$ cat src/rtl/mo_pkg.sv
package mo_pkg;
  typedef enum logic [2:0] {
    OP_LOAD  = 3'd0,
    OP_STORE = 3'd1,
    OP_FENCE = 3'd2,
    OP_ACQ   = 3'd3,
    OP_REL   = 3'd4
  } op_kind_e;

  typedef enum logic [1:0] {
    MODE_SEQ  = 2'd0,
    MODE_WEAK = 2'd1,
    MODE_REL  = 2'd2
  } ord_mode_e;
endpackage

$ cat src/rtl/mo_tag_tracker.sv
module mo_tag_tracker #(
  parameter int TAG_W = 3,
  localparam int NTAG = 1 << TAG_W
) (
  input  logic             clk_i,
  input  logic             rst_ni,
  input  logic             set_i,
  input  logic [TAG_W-1:0] set_tag_i,
  input  logic             clr_i,
  input  logic [TAG_W-1:0] clr_tag_i,
  output logic [NTAG-1:0]  out_vec_o,
  output logic [TAG_W-1:0] free_tag_o,
  output logic             full_o,
  output logic             empty_o
);
  logic [NTAG-1:0] out_q, set_vec, clr_vec;

  generate
    for (genvar g = 0; g < NTAG; g++) begin : g_bit
      assign set_vec[g] = set_i && (set_tag_i == TAG_W'(g));
      assign clr_vec[g] = clr_i && (clr_tag_i == TAG_W'(g));
    end
  endgenerate

  always_ff @(posedge clk_i or negedge rst_ni) begin
    if (!rst_ni) out_q <= '0;
    else         out_q <= (out_q & ~clr_vec) | set_vec;
  end

  // lowest free tag wins
  always_comb begin
    free_tag_o = '0;
    for (int i = NTAG - 1; i >= 0; i--)
      if (!out_q[i]) free_tag_o = TAG_W'(i);
  end

  assign full_o    = &out_q;
  assign empty_o   = ~|out_q;
  assign out_vec_o = out_q;
endmodule

$ cat src/rtl/mo_barrier_ctrl.sv
module mo_barrier_ctrl #(
  parameter int TAG_W = 3
) (
  input  logic             clk_i,
  input  logic             rst_ni,
  input  logic             fence_acc_i,
  input  logic             empty_i,
  input  logic             bar_set_i,
  input  logic [TAG_W-1:0] bar_tag_i,
  input  logic             cmp_valid_i,
  input  logic [TAG_W-1:0] cmp_tag_i,
  output logic             fence_pend_o,
  output logic             fence_retire_o,
  output logic             bar_live_o
);
  logic             fence_pend_q, bar_live_q;
  logic [TAG_W-1:0] bar_tag_q;

  assign fence_retire_o = fence_pend_q && empty_i;

  always_ff @(posedge clk_i or negedge rst_ni) begin
    if (!rst_ni) begin
      fence_pend_q <= 1'b0;
      bar_live_q   <= 1'b0;
      bar_tag_q    <= '0;
    end else begin
      if (fence_acc_i)         fence_pend_q <= 1'b1;
      else if (fence_retire_o) fence_pend_q <= 1'b0;
      if (bar_set_i) begin
        bar_live_q <= 1'b1;
        bar_tag_q  <= bar_tag_i;
      end else if (bar_live_q && cmp_valid_i && cmp_tag_i == bar_tag_q) begin
        bar_live_q <= 1'b0;
      end
    end
  end

  assign fence_pend_o = fence_pend_q;
  assign bar_live_o   = bar_live_q;
endmodule

$ cat src/rtl/mo_order_gate.sv
module mo_order_gate
  import mo_pkg::*;
(
  input  logic [1:0] mode_i,
  input  logic [2:0] kind_i,
  input  logic       fence_pend_i,
  input  logic       bar_live_i,
  input  logic       full_i,
  input  logic       empty_i,
  output logic       ok_o,
  output logic       bar_set_kind_o
);
  logic rule_ok;

  always_comb begin
    rule_ok        = 1'b0;
    bar_set_kind_o = 1'b0;
    unique case (mode_i)
      MODE_WEAK: begin
        unique case (kind_i)
          OP_LOAD, OP_STORE: rule_ok = !full_i;
          OP_FENCE:          rule_ok = 1'b1;
          OP_ACQ, OP_REL: begin
            rule_ok        = empty_i;
            bar_set_kind_o = 1'b1;
          end
          default:           rule_ok = 1'b0;
        endcase
      end
      MODE_REL: begin
        unique case (kind_i)
          OP_LOAD, OP_STORE: rule_ok = !full_i;
          OP_FENCE:          rule_ok = 1'b1;
          OP_ACQ: begin
            rule_ok        = !full_i;
            bar_set_kind_o = 1'b1;
          end
          OP_REL:            rule_ok = empty_i;
          default:           rule_ok = 1'b0;
        endcase
      end
      default: rule_ok = empty_i && (kind_i <= OP_REL);
    endcase
  end

  assign ok_o = rule_ok && !fence_pend_i && !bar_live_i;
endmodule

$ cat src/rtl/mem_order_issue.sv
module mem_order_issue
  import mo_pkg::*;
#(
  parameter int TAG_W = 3,
  localparam int NTAG = 1 << TAG_W
) (
  input  logic             clk_i,
  input  logic             rst_ni,
  input  logic [1:0]       mode_i,
  input  logic             op_valid_i,
  input  logic [2:0]       op_kind_i,
  output logic             op_ready_o,
  output logic             iss_valid_o,
  output logic [2:0]       iss_kind_o,
  output logic [TAG_W-1:0] iss_tag_o,
  input  logic             cmp_valid_i,
  input  logic [TAG_W-1:0] cmp_tag_i,
  output logic             busy_o,
  output logic             fence_retire_o
);
  logic [NTAG-1:0]  out_vec;
  logic [TAG_W-1:0] free_tag;
  logic full, empty, fence_pend, bar_live, gate_ok, bar_kind;
  logic accept, fence_acc, bar_set;

  assign accept      = op_valid_i && gate_ok;
  assign fence_acc   = accept && op_kind_i == OP_FENCE;
  assign iss_valid_o = accept && op_kind_i != OP_FENCE;
  assign bar_set     = iss_valid_o && bar_kind;
  assign iss_kind_o  = op_kind_i;
  assign iss_tag_o   = free_tag;
  assign op_ready_o  = gate_ok;
  assign busy_o      = fence_pend || bar_live ||
                       (op_valid_i && op_kind_i == OP_REL && !empty);

  mo_tag_tracker #(.TAG_W(TAG_W)) u_trk (
    .clk_i, .rst_ni,
    .set_i      (iss_valid_o),
    .set_tag_i  (free_tag),
    .clr_i      (cmp_valid_i),
    .clr_tag_i  (cmp_tag_i),
    .out_vec_o  (out_vec),
    .free_tag_o (free_tag),
    .full_o     (full),
    .empty_o    (empty)
  );

  mo_barrier_ctrl #(.TAG_W(TAG_W)) u_bar (
    .clk_i, .rst_ni,
    .fence_acc_i    (fence_acc),
    .empty_i        (empty),
    .bar_set_i      (bar_set),
    .bar_tag_i      (free_tag),
    .cmp_valid_i    (cmp_valid_i),
    .cmp_tag_i      (cmp_tag_i),
    .fence_pend_o   (fence_pend),
    .fence_retire_o (fence_retire_o),
    .bar_live_o     (bar_live)
  );

  mo_order_gate u_gate (
    .mode_i         (mode_i),
    .kind_i         (op_kind_i),
    .fence_pend_i   (fence_pend),
    .bar_live_i     (bar_live),
    .full_i         (full),
    .empty_i        (empty),
    .ok_o           (gate_ok),
    .bar_set_kind_o (bar_kind)
  );
endmodule

$ cat config.mk
export PLATFORM = sky130hd
export DESIGN_NAME = mem_order_issue
export DESIGN_NICKNAME = d
export VERILOG_FILES = /design/src/rtl/mo_pkg.sv /design/src/rtl/mo_tag_tracker.sv /design/src/rtl/mo_barrier_ctrl.sv /design/src/rtl/mo_order_gate.sv /design/src/rtl/mem_order_issue.sv
export SDC_FILE = /design/constraint.sdc
export NUM_CORES = 1
export LEC_CHECK = 0
export ABC_AREA = 1
export CAP_MARGIN = 20
export CELL_PAD_IN_SITES_DETAIL_PLACEMENT = 1
export CELL_PAD_IN_SITES_GLOBAL_PLACEMENT = 1
export CORE_MARGIN = 8
export CORE_UTILIZATION = 34
export CTS_BUF_LIST = sky130_fd_sc_hd__clkbuf_4
export CTS_CLUSTER_DIAMETER = 30
export CTS_CLUSTER_SIZE = 14
export DETAILED_ROUTE_END_ITERATION = 12
export HOLD_SLACK_MARGIN = 0.02
export PLACE_DENSITY = 0.87
export SETUP_SLACK_MARGIN = 0.02
export SYNTH_ARGS = -nofsm -noshare
export SYNTH_HDL_FRONTEND = slang
export SYNTH_SLANG_ARGS = --single-unit
$ cat constraint.sdc
create_clock -name clk_i -period 1.46 [get_ports clk_i]
set_input_delay 0.146 -clock clk_i [delete_from_list [all_inputs] [get_ports clk_i]]
set_output_delay 0.146 -clock clk_i [all_outputs]
set_load 0.01 [all_outputs]
* Word-level counts from Yosys, hierarchy flattened *
Index checks and enable logic that the tools add are counted.
Widths: inputs -> output; s select.

storage, ports and cells
  output and inout bits = 10
  bits in registers = 13
  input bits = 12
  logic and storage cells = 92

cells by class
  bitwise gates (word level) = 3
  muxes and demuxes = 18
  reduce and logical (&&, ||, !) cells = 44
  order comparisons = 1
  equality and inequality tests = 22

operator list
  cell                number
  $logic_and 1x1->1   28
  $eq 3x3->1 const B  9
  $mux 3              8
  $eq 3x2->1 const B  6
  $eq 3x1->1 const B  3
  $logic_not 3->1     3
  $and 8x8->8         1
  $not 8->8           1
  $or 8x8->8          1
  $reduce_and 8->1    1
  $reduce_or 8->1     1
  $mux 1              6
  $pmux 1 s3          2
  $logic_not 1->1     4
  $pmux 1 s2          2
  $reduce_bool 2->1   2
  $reduce_or 2->1     2
  $eq 3x3->1          1
  $le 3x3->1 const B  1
  $ne 3x2->1 const B  1
  $reduce_or 3->1     1
  $eq 2x1->1 const B  1
  $eq 2x2->1 const B  1
  $logic_or 1x1->1    2

* Logic depth before layout (Yosys ltp) *
Gate-level depths: netlist of run 1.

  depth after elaboration = 11
  depth in mapped cells = 12
  mapped depth without buffers = 12

* Modules after synthesis *
A second synthesis of run 1 with hierarchy kept.

unflattened totals
  cells, all modules = 144
  area total of the unflattened synthesis = 928.4 um^2

by module, submodules not included
  module           times used  cells each  seq. area each (um^2)  area each (um^2)
  mo_tag_tracker   1           64          200.2                  451.7
  mo_barrier_ctrl  1           35          125.1                  244.0
  mo_order_gate    1           27          0.0                    138.9
  mem_order_issue  1           18          0.0                    93.8

* Worst setup path after synthesis of run 1 *
OpenSTA, ideal clock, no wires.

  kind = flip-flop to flip-flop
  start = reg u_trk.out_q[4], in the netlist u_trk.out_vec_o[4]
  end = reg u_bar.bar_tag_q[2]
  library setup time = 119 ps
  path buffers = 1
  stages on the path, launching flop included = 10
  slack = -51 ps
  data required time = 1341 ps
  period minus slack after synthesis = 1511 ps
  data arrival time = 1391 ps
  cells stage by stage = dfrtp_1 > nor2_2 > nand2_2 > nor2_4 > o21ai_2 > a21oi_4 > nand4_4 > buf_6 > o21bai_4 > nand2_1

between the ends
  word-level cells in the longest chain between the ends = 9
  elaborated cells on any way between the ends = 18
  classes of those cells = 8 x mux; 10 x reduce/logical

ends and longest elaborated chain
  what                                                 RTL line                                    RTL
  start, declared                                      mo_tag_tracker.sv:16                        logic [NTAG-1:0] out_q, set_vec, clr_vec;
  start signal, assigned                               mo_tag_tracker.sv:27                        else out_q <= (out_q & ~clr_vec) | set_vec;
  $reduce_or 8->1 or $reduce_and 8->1 (tied branches)  mo_tag_tracker.sv:38, mo_tag_tracker.sv:37
  $logic_not 1->1 (on tied branches)                   --
  $pmux 1 s3, or another cell as far along             mo_order_gate.sv:31                         unique case (kind_i)
  $pmux 1 s2                                           mo_order_gate.sv:18                         unique case (mode_i)
  $logic_and 1x1->1 (2 in series)                      mo_order_gate.sv:46                         assign ok_o = rule_ok && !fence_pend_i && !bar_live_i;
  $logic_and 1x1->1                                    mem_order_issue.sv:26                       assign accept = op_valid_i && gate_ok;
  $logic_and 1x1->1                                    mem_order_issue.sv:28                       assign iss_valid_o = accept && op_kind_i != OP_FENCE;
  $logic_and 1x1->1                                    mem_order_issue.sv:29                       assign bar_set = iss_valid_o && bar_kind;
  end signal, assigned                                 mo_barrier_ctrl.sv:31                       bar_tag_q <= bar_tag_i;
  end, declared                                        mo_barrier_ctrl.sv:17                       logic [TAG_W-1:0] bar_tag_q;

Several ways; a longest one is shown, not always the timed one.
A chain may end at the register's enable or synchronous reset.

* Final worst setup path of run 1 *
  start = reg u_trk.out_q[7], in the netlist u_trk.out_vec_o[7]
  end = out op_ready_o

between the ends
  word-level cells in the longest chain between the ends = 6
  elaborated cells on any way between the ends = 10
  classes of those cells = 3 x mux; 7 x reduce/logical

ends and longest elaborated chain
  what                                                 RTL line                                    RTL
  $reduce_or 8->1 or $reduce_and 8->1 (tied branches)  mo_tag_tracker.sv:38, mo_tag_tracker.sv:37
  $logic_not 1->1 (on tied branches)                   --
  $pmux 1 s3, or another cell as far along             mo_order_gate.sv:31
  $pmux 1 s2 *                                         mo_order_gate.sv:18
  $logic_and 1x1->1 * (2 in series)                    mo_order_gate.sv:46
  end, declared                                        mem_order_issue.sv:12                       output logic op_ready_o,

Mark *: on every way between the ends. The rest lies on a longest branch, timed or not.

==> flow_summary_export.csv, run 1 <==
group,metric,value,unit
run,cap_viol_max_count,0,
cts,cts_max_path_buffers,2,
global_routing,grt_max_degree,14,
worst_setup_path,critPathKind,"reg -> out",
worst_setup_path,crit_path_frequent_cell,"buf_6",
cts,cts_buffers,3,
worst_setup_path,worstPathRequired,1.31,ns
cts,htree_levels,1,
timing,skew,0.00956,ns
timing,setup_viol,20,
routing,avgRoutedWirePerCell,23.3,microns
routing,viasPerCell,5.51,
placement,hpwl,3.15,mm
floorplan,die_h,71.6,microns
cells_and_area,antenna_cells,0,
placement,place.gp.congestion,0.984,
cells_and_area,areaGrowthSynthToFinish,89.1,%
logic_synthesis,yosysUniqueCellTypes,29,
global_routing,grt-ovfl-total,0,
worst_setup_path,slowest_stage,"dfrtp_1",
power,p_total,0.00298,W
routing,first_pass_iters,4,
run_status,status,"complete, but fails checks",
floorplan,rows,20,
floorplan,io_pins,22,
routing,drt_iter0_drc,85,
worst_setup_path,worstPathMaxFanout,3,
timing,hold_ws,0.225,ns
worst_hold_path,hold_path_class,"in -> async",
logic_synthesis,synth_area_per_cell,7.41,sq um
power,vdd_drop_max,0.817,mV
timing,fin_crit,1.98,ns
timing,timing.final.ws_setup,-0.523,ns
timing,fmax,504,MHz
floorplan,coreArea,3000,sq um
timing,rsz0062_at_grt,"yes",
worst_setup_path,crit_path_end_kind,"output pin",
run_status,violations,"negative setup slack",
logic_synthesis,yosys_warnings,0,
logic_synthesis,synth-seq-cells,13,
logic_synthesis,netlist_instances,142,
placement,portBuffers,21,
floorplan,initial_core_util,35.0,%
worst_setup_path,crit_arrival,1.84,ns
worst_setup_path,startpoint_type,"register",
logic_synthesis,syn-num-nets,156,
floorplan,die_w,71.6,microns
timing,maxSlewViolCount,0,
logic_synthesis,netlist_area,1050,sq um
logic_synthesis,ys_seq_area_share,30.9,%
routing,wl,5.98,mm
worst_setup_path,crit_chain,"buf_6, nand2_4, nor2_4, nand3_2, nand2_1, nand2_1, inv_2, nand3_4, buf_6, nand2_2, inv_2, buf_6",
cts,cts_tree,"done",
cts,path_clk_slew,0.10,ns
power,leakage,0.943,nW
global_routing,grt_pass1_vias,1565,
timing,hold_viol_final,0,
cts,postCtsHoldBufs,0,
worst_setup_path,slowest_delay,0.44,ns
cts,root_buffer,"clkbuf_4",
timing,min_period_over_period,136,%
floorplan,die-area,5130,sq um
power,power_density,1500,nW/um^2
global_routing,grt_antenna_before_repair,0,
cells_and_area,drive_gt1_share,56.3,%
global_routing,grt_pass1_wl,8.30,mm
global_routing,grt_use_total,21.0,%
cts,cts_sinks,13,
routing,post-route-drc-count,0,
cells_and_area,nNetsFinal,239,
timing,max_slew_margin,59.0,%
cts,clkLatencyLatePin,0.30,ns
timing,tightest_slew,0.613,ns
routing,antenna_left,0,
routing,vias,1416,
## final timing paths
check | start | end | slack (ns) | cells past startpoint
max | u_trk.out_vec_o[7]$_DFF_PN0_ | op_ready_o | -0.52 | 12
min | rst_ni | u_trk.out_vec_o[7]$_DFF_PN0_ | 0.23 | 1
max reg2reg | u_trk.out_vec_o[6]$_DFF_PN0_ | u_trk.out_vec_o[1]$_DFF_PN0_ | -0.47 | 12
min reg2reg | u_bar.bar_tag_q[2]$_DFFE_PN0P_ | u_bar.bar_tag_q[2]$_DFFE_PN0P_ | 0.70 | 3
max in group asynchronous | rst_ni | u_trk.out_vec_o[1]$_DFF_PN0_ | 0.79 | 1
min in group clk_i | mode_i[1] | u_bar.fence_pend_o$_DFFE_PN0P_ | 0.69 | 6
## per-stage QoR
step	util [%]	area, sq um	setup TNS [ns]	setup WS, ns	cells
final	66.3	1990	-7.48	-0.523	257
after global routing	66.3	1990	-8.81	-0.562	257
after CTS	61.5	1850	-4.91	-0.364	253
after detailed placement	54.0	1620	-9.53	-0.813	237
after global placement	54.0	1620	-7.67	-0.728	237
after floorplan	-	1050	-0.0557	-0.0397	142
## per-layer routing
layer  track usage [%]  part of all wire (%)  routed length, microns  vias to the layer above
li1                  -                     -                       -                      628
met1              22.2                    38                    2270                      698
met2              40.9                    52                    3120                       62
met3              2.79                   4.3                     257                       28
met4              6.80                   5.6                     334                        0
met5                 0                     0                       0                        -
## final cells by class
class / instances / area (sq um)
fillers: 349 / 1010
multi-input cells: 102 / 795
repair buffers: 82 / 709
flip-flops and latches: 13 / 328
inverters: 23 / 86.3
well taps: 33 / 41.3
clock buffers: 4 / 30.0
## critical path: cells and delay by family (launching register included)
kind	cells	cell delay, ns
and+or+nand+nor	7	0.58
buffers and inverters	5	0.50
DFF	1	0.44
## where the power goes
part           total [W]  switching (W)  internal (W)
clock           0.000267       0.000142      0.000125
sequential      0.000578       0.000114      0.000465
combinational    0.00213        0.00109       0.00105
## Yosys cell counts
master	n	share of area, %
a2111oi_0	1	0.83
a21boi_1	1	0.71
a21oi_1	1	0.48
a21oi_4	1	1.5
a31oi_1	1	0.59
buf_4	3	2.1
buf_6	1	1.1
dfrtp_1	13	31
ha_1	2	2.4
inv_1	21	7.5
inv_2	2	0.71
nand2_1	30	11
nand2_2	2	1.2
nand3_1	13	6.2
nand3_2	2	1.9
nand4_4	1	2.0
nor2_1	12	4.3
nor2_2	1	0.59
nor2_4	2	2.1
nor3_1	3	1.4
nor3_2	1	0.95
o21ai_0	10	4.8
o21ai_1	2	0.95
o21ai_2	9	7.5
o21bai_1	3	2.1
o21bai_4	1	1.8
o22ai_1	1	0.59
o22ai_2	1	1.2
xor2_1	1	0.83
## timing repair
action                                  4_1_cts  5_1_grt
endpoints found under the hold margin         0        0
endpoints found under the setup margin       20       20
pin swaps                                    19       15
buffers inserted                             12        5
gates resized for setup                      66       29
## layout by cell type (no fill, tap or decap), types with 2 or more instances in the layout
| cell type | instances |
|---|---|
| o21ai_4 | 3 |
| clkdlybuf4s50_1 | 9 |
| nand2_2 | 9 |
| inv_2 | 5 |
| inv_1 | 18 |
| o22ai_2 | 2 |
| nand2_4 | 2 |
| clkbuf_4 | 4 |
| buf_4 | 48 |
| dlygate4sd2_1 | 5 |
| nand3_4 | 3 |
| nor2_4 | 5 |
| o21ai_0 | 10 |
| dfrtp_1 | 11 |
| buf_6 | 16 |
| nor2_2 | 4 |
| dfrtp_2 | 2 |
| o21ai_2 | 8 |
| nand3_2 | 2 |
| ha_1 | 2 |
| nor3_4 | 3 |
| nand2_1 | 21 |
| buf_2 | 3 |
| o21bai_1 | 2 |
| nor2_1 | 6 |
| nand3_1 | 10 |
## flip-flops by register name, indices dropped and copies added, names as in the netlist
register	cells
u_bar.bar_tag_q	3
u_trk.out_vec_o	8
u_bar.bar_live_o	1
u_bar.fence_pend_o	1
## cell families after synthesis
logic type	Yosys count	synth area share, %
and+or+nand+nor	67	31.4
AOI/OAI and AO/OA	32	23.1
buffers and inverters	27	11.4
DFF	13	30.9
adders and majority gates	2	2.38
xor gates and xnor gates	1	0.832
No activity file was read; power rests on OpenSTA's default activity.
==> run 2, diff against run 1 <==
- CAP_MARGIN: 20 -> unset
==> results of run 2 <==
The final DEF is identical to that of run 1; final timing and power are the same.
